==> config.mk <==
export PLATFORM = sky130hd
export DESIGN_NAME = pair_issue_top
export DESIGN_NICKNAME = d
export VERILOG_FILES = /design/src/rtl/pair_pkg.sv /design/src/rtl/pair_dp.sv /design/src/rtl/pair_ctl.sv /design/src/rtl/pair_issue_top.sv
export SDC_FILE = /design/constraint.sdc
export NUM_CORES = 1
export LEC_CHECK = 0
export CAP_MARGIN = 40
export CORE_AREA = 2 2 39 41
export DETAILED_ROUTE_END_ITERATION = 10
export DIE_AREA = 0 0 41 43
export PLACE_DENSITY_LB_ADDON = 0.3
export RECOVER_POWER = 50
export SYNTH_ARGS = -nofsm -noshare
export SYNTH_HDL_FRONTEND = slang
export SYNTH_SLANG_ARGS = --single-unit
==> constraint.sdc <==
create_clock -name clk -period 2.15 [get_ports clk]
set_clock_uncertainty 0.05 [all_clocks]
set_input_delay 0.215 -clock clk [delete_from_list [all_inputs] [get_ports clk]]
set_output_delay 0.215 -clock clk [all_outputs]
set_load 0.05 [all_outputs]
==> src/rtl/pair_pkg.sv <==
package pair_pkg;

  typedef enum logic [1:0] {
    CLS_ANY   = 2'd0,
    CLS_UONLY = 2'd1,
    CLS_VONLY = 2'd2,
    CLS_SOLO  = 2'd3
  } opClass_t;

  typedef struct packed {
    logic u;
    logic v;
  } issueStrobe_t;

  typedef struct packed {
    logic raw;
    logic waw;
  } hazard_t;

endpackage

==> src/rtl/pair_dp.sv <==
module pair_dp
  import pair_pkg::*;
#(
  parameter int REG_IDX_W = 3,
  parameter int NUM_SRC   = 2
) (
  input  logic                                 clk,
  input  logic                                 rstN,
  input  logic                                 oldDstUse,
  input  logic [REG_IDX_W-1:0]                 oldDst,
  input  logic [NUM_SRC-1:0]                   youngSrcUse,
  input  logic [NUM_SRC-1:0][REG_IDX_W-1:0]    youngSrc,
  input  logic                                 youngDstUse,
  input  logic [REG_IDX_W-1:0]                 youngDst,
  input  issueStrobe_t                         stb,
  output hazard_t                              hz,
  output logic                                 issueU,
  output logic                                 issueV,
  output logic [1:0]                           consumed
);

  logic [NUM_SRC-1:0] rawVec;

  // One comparator per younger source against the older destination
  for (genvar i = 0; i < NUM_SRC; i++) begin : g_rawCmp
    assign rawVec[i] = youngSrcUse[i] && oldDstUse && (youngSrc[i] == oldDst);
  end

  always_comb begin
    hz.raw = |rawVec;
    hz.waw = oldDstUse && youngDstUse && (youngDst == oldDst);
  end

  // Issue stage register
  always_ff @(posedge clk) begin
    if (!rstN) begin
      issueU   <= 1'b0;
      issueV   <= 1'b0;
      consumed <= 2'd0;
    end else begin
      issueU   <= stb.u;
      issueV   <= stb.v;
      consumed <= {stb.u & stb.v, stb.u ^ stb.v};
    end
  end


  raw_split_chk: assert property (@(posedge clk) disable iff (!rstN)
    $past(hz.raw) |-> !issueV);


  waw_split_chk: assert property (@(posedge clk) disable iff (!rstN)
    $past(hz.waw) |-> !issueV);


  v_needs_u_chk: assert property (@(posedge clk) disable iff (!rstN)
    issueV |-> issueU);

endmodule

==> src/rtl/pair_ctl.sv <==
module pair_ctl
  import pair_pkg::*;
(
  input  logic         clk,
  input  logic         rstN,
  input  logic         oldValid,
  input  opClass_t     oldClass,
  input  logic         youngValid,
  input  opClass_t     youngClass,
  input  hazard_t      hz,
  output issueStrobe_t stb
);

  logic oldLeavesRoom;
  logic youngFitsV;

  always_comb begin
    oldLeavesRoom = (oldClass == CLS_ANY) || (oldClass == CLS_UONLY);
    youngFitsV    = (youngClass == CLS_ANY) || (youngClass == CLS_VONLY);
    stb.u = oldValid;
    stb.v = oldValid && youngValid && oldLeavesRoom && youngFitsV
            && !hz.raw && !hz.waw;
  end


  no_old_no_issue_chk: assert property (@(posedge clk) disable iff (!rstN)
    !oldValid |-> !stb.u && !stb.v);


  old_alone_chk: assert property (@(posedge clk) disable iff (!rstN)
    (oldClass == CLS_VONLY || oldClass == CLS_SOLO) |-> !stb.v);


  young_class_chk: assert property (@(posedge clk) disable iff (!rstN)
    (youngClass == CLS_UONLY || youngClass == CLS_SOLO) |-> !stb.v);

endmodule

==> src/rtl/pair_issue_top.sv <==
module pair_issue_top
  import pair_pkg::*;
#(
  parameter int REG_IDX_W = 3
) (
  input  logic                 clk,
  input  logic                 rstN,
  input  logic                 oldValid,
  input  logic [1:0]           oldClass,
  input  logic                 oldDstUse,
  input  logic [REG_IDX_W-1:0] oldDst,
  input  logic                 youngValid,
  input  logic [1:0]           youngClass,
  input  logic [1:0]           youngSrcUse,
  input  logic [REG_IDX_W-1:0] youngSrc0,
  input  logic [REG_IDX_W-1:0] youngSrc1,
  input  logic                 youngDstUse,
  input  logic [REG_IDX_W-1:0] youngDst,
  output logic                 issueU,
  output logic                 issueV,
  output logic [1:0]           consumed
);

  localparam int NumSrc = 2;

  issueStrobe_t                         stb;
  hazard_t                              hz;
  logic [NumSrc-1:0][REG_IDX_W-1:0]     youngSrc;

  assign youngSrc = {youngSrc1, youngSrc0};

  pair_ctl u_ctl (
    .clk        (clk),
    .rstN       (rstN),
    .oldValid   (oldValid),
    .oldClass   (opClass_t'(oldClass)),
    .youngValid (youngValid),
    .youngClass (opClass_t'(youngClass)),
    .hz         (hz),
    .stb        (stb)
  );

  pair_dp #(.REG_IDX_W(REG_IDX_W), .NUM_SRC(NumSrc)) u_dp (
    .clk         (clk),
    .rstN        (rstN),
    .oldDstUse   (oldDstUse),
    .oldDst      (oldDst),
    .youngSrcUse (youngSrcUse),
    .youngSrc    (youngSrc),
    .youngDstUse (youngDstUse),
    .youngDst    (youngDst),
    .stb         (stb),
    .hz          (hz),
    .issueU      (issueU),
    .issueV      (issueV),
    .consumed    (consumed)
  );

endmodule

==> flow_summary_export.csv <==
group,metric,value,unit
yosys,syn_inst,26,
timing,setup-violations-final,0,
clocking,cts.reportedPaths.clkPinSlew,0.04,ns
clocking,hold_buffers,0,
clocking,cts_post_setup_buffers_inserted,0,
global_route,grt_use_total,9.62,%
yosys,yosysTopAreaCell,"sky130_fd_sc_hd__dfxtp_1",
layout,finalNonFillerCells,72,
timing,finalHoldWorstSlack,0.577,ns
clocking,cts.repair.resized,0,
pwr,power-per-cell-area,435,nW/um2
pwr,p_leak,0.232,nW
timing,setup_tns,0,ns
pwr,worst_ir_drop_vdd,0.152,mV
routing,routed_wire_length_per_instance,9.43,um
yosys,seq_area_frac_synth,30.8,%
yosys,synthesis.yosys.warnings,0,
floorplanning,initial_core_util,18.8,%
routing,drt_pass_1_iters,1,
setup_path,worst-setup-path-type,"primary input to flop",
timing,maxSlewViolCount,0,
timing,post-route-min-period,1.85,ns
yosys,avgSynthCellArea,10.0,um2
routing,drt_iter0_markers,0,
layout,post_route_cells_drive_above_1_share,12.5,%
layout,final.fill_count,157,
global_route,grt_antenna_before_repair,0,
setup_path,critPathArrivalTime,1.92,ns
setup_path,worstSetupEndpointType,"flop",
global_route,grt_pass1_wl,1080,um
global_route,global_route.overflow_total,0,
timing,finalHoldViolations,0,
place,final_weighted_congestion_in_routability_driven_placement,0.654,
pwr,power.share.switching,23.7,%
floorplanning,std_cell_rows,14,
timing,max_fclk,541,MHz
yosys,area_of_the_mapped_netlist,260,um2
place,numPlacedInstances,69,
clocking,ctsHtreeMaxLevel,1,
pwr,p_seq_share,31.6,%
worst_hold_path,worst_hold_path_type,"primary input to flop",
routing,dr_total_vias,294,
pwr,share_comb_of_total_power,32.2,%
pwr,netSwitchingPower,0.0584,mW
routing,vias_per_cell,4.08,
clocking,clock-root-buffer,"sky130_fd_sc_hd__clkbuf_4",
floorplanning,core,1380,um2
routing,ant_nets,0,
timing,slew_hr,66.3,%
global_route,largest_net_degree_at_the_start_of_global_routing,5,
routing,wl_met3,125,um
place,dp_hpwl,634,um
routing,wl_met1,213,um
yosys,synth_seq_cells,4,
yosys,synthDistinctLibCells,10,
floorplanning,die_area,1760,um2
clocking,tritoncts,"done",
layout,antenna_cells_inserted,0,
routing,wl_met2,340,um
routing,drt-total-wl,679,um
yosys,synth.net_count,51,
clocking,clock-sinks,4,
routing,drt_drc_violations_left,0,
pwr,finalPower,0.247,mW
floorplanning,fp.dieH,43,um
routing,top_signal_layer_used,"met3",
job,max_cap_viol_count,0,
clocking,cts-buffers-inserted,3,
timing,rsz_0062_raised_after_global_routing,"false",
run_status,outcome,"finished, final reports clean",
setup_path,cp.required,2.22,ns
layout,syn2layout_area_growth,118,%
timing,layout_worst_path_cycle_share,86.0,%
floorplanning,boundaryPins,28,
yosys,synth.top_cells.by_area,"sky130_fd_sc_hd__dfxtp_1 (31%), sky130_fd_sc_hd__xor2_1 (30%), sky130_fd_sc_hd__and2_1 (7.2%)",
global_route,grt_pass1_vias,302,
setup_path,crit_path_start_kind,"primary input",
floorplanning,die_width,41,um
place,place.port_buffers,25,
yosys,synth_largest_type_area_fraction,30.8,%
clocking,cts_max_path_buffers,2,
pwr,power_frac_clock,36.2,%
pwr,power_internal,0.189,mW
setup_path,critPathMaxFanout,3,
timing,tightest_slew,0.504,ns
layout,nets,83,
[final cells by class]
type / instances / area [um2] / area share, %
sequential: 4 / 80.1 / 14.1
multi-input combinational: 22 / 180 / 31.7
timing repair buffer: 27 / 265 / 46.7
clock buffer: 3 / 22.5 / 3.96
tap: 16 / 20.0 / 3.52
[power groups by stage]
stage	registers [mW]	clock network [mW]	logic (mW)
6_report	0.0780	0.0895	0.0796
5_1_grt	0.0780	0.0991	0.0866
4_1_cts	0.0780	0.0958	0.0820
3_5_place_dp	0.0792	0	0.0820
3_3_place_gp	0.0791	0	0.0812
2_1_floorplan	0.0891	0	0.0183
[worst max-delay path: stages]
cell and delay [ns]:
sky130_fd_sc_hd__dlygate4sd3_1 0.57, sky130_fd_sc_hd__nor4bb_1 0.37, sky130_fd_sc_hd__o41ai_2 0.17, sky130_fd_sc_hd__nor3_1 0.19, sky130_fd_sc_hd__ha_1 0.26, sky130_fd_sc_hd__and2_1 0.15
[per-stage QoR]
step	cell area, um2	utilization (%)	worst slack (ns)
after floorplan	260	-	0.733
after global placement	546	39.4	0.126
after detailed placement	546	39.4	0.116
after CTS	568	41.0	0.330
after global routing	568	41.0	0.172
final	568	41.0	0.301
[final timing paths]
check | startpoint | endpoint | slack, ns | depth (start not counted)
setup / recovery | oldValid | u_dp.consumed[0] | 0.30 | 6
hold / removal | rstN | u_dp.issueU | 0.58 | 2
[synthesized netlist by cell type, drive strengths merged]
cell / number
dfxtp: 4
nor4b: 1
o41ai: 1
nor3: 1
nor4bb: 1
nor4: 2
ha: 1
xor2: 9
and2: 3
nand2: 3
[cells in the final DEF (no fill, tap or decap)]
master | Yosys | routed
sky130_fd_sc_hd__o41ai_2 | 1 | 1
sky130_fd_sc_hd__nor4b_2 | 1 | 1
sky130_fd_sc_hd__dfxtp_1 | 4 | 4
sky130_fd_sc_hd__nor4bb_1 | 1 | 1
sky130_fd_sc_hd__xor2_1 | 9 | 9
sky130_fd_sc_hd__nand2_1 | 3 | 3
sky130_fd_sc_hd__ha_1 | 1 | 1
sky130_fd_sc_hd__dlygate4sd3_1 | 0 | 3
sky130_fd_sc_hd__nor4_1 | 2 | 2
sky130_fd_sc_hd__buf_4 | 0 | 2
sky130_fd_sc_hd__clkdlybuf4s50_1 | 0 | 22
sky130_fd_sc_hd__and2_1 | 3 | 3
sky130_fd_sc_hd__clkbuf_4 | 0 | 3
sky130_fd_sc_hd__nor3_1 | 1 | 1
[cells by family after synthesis]
| logic type | after synthesis | synth area share, % |
|---|---|---|
| AND/OR/NAND/NOR | 11 | 27.9 |
| adder cells (fa/ha/maj) | 1 | 4.81 |
| XOR/XNOR | 9 | 30.3 |
| flip-flops | 4 | 30.8 |
| AO/OA/AOI/OAI | 1 | 6.25 |
[flip-flops by register name (all words and copies together) (netlist names)]
register,cells
u_dp.consumed,2
u_dp.issueU,1
u_dp.issueV,1
[routing by layer]
metal  vias up  GRT usage [%]
met5         -              0
met4         0           10.0
met3         0           2.09
met2        26           16.3
met1       116           7.99
li1        152              -
Power figures use the tool's default switching activity.
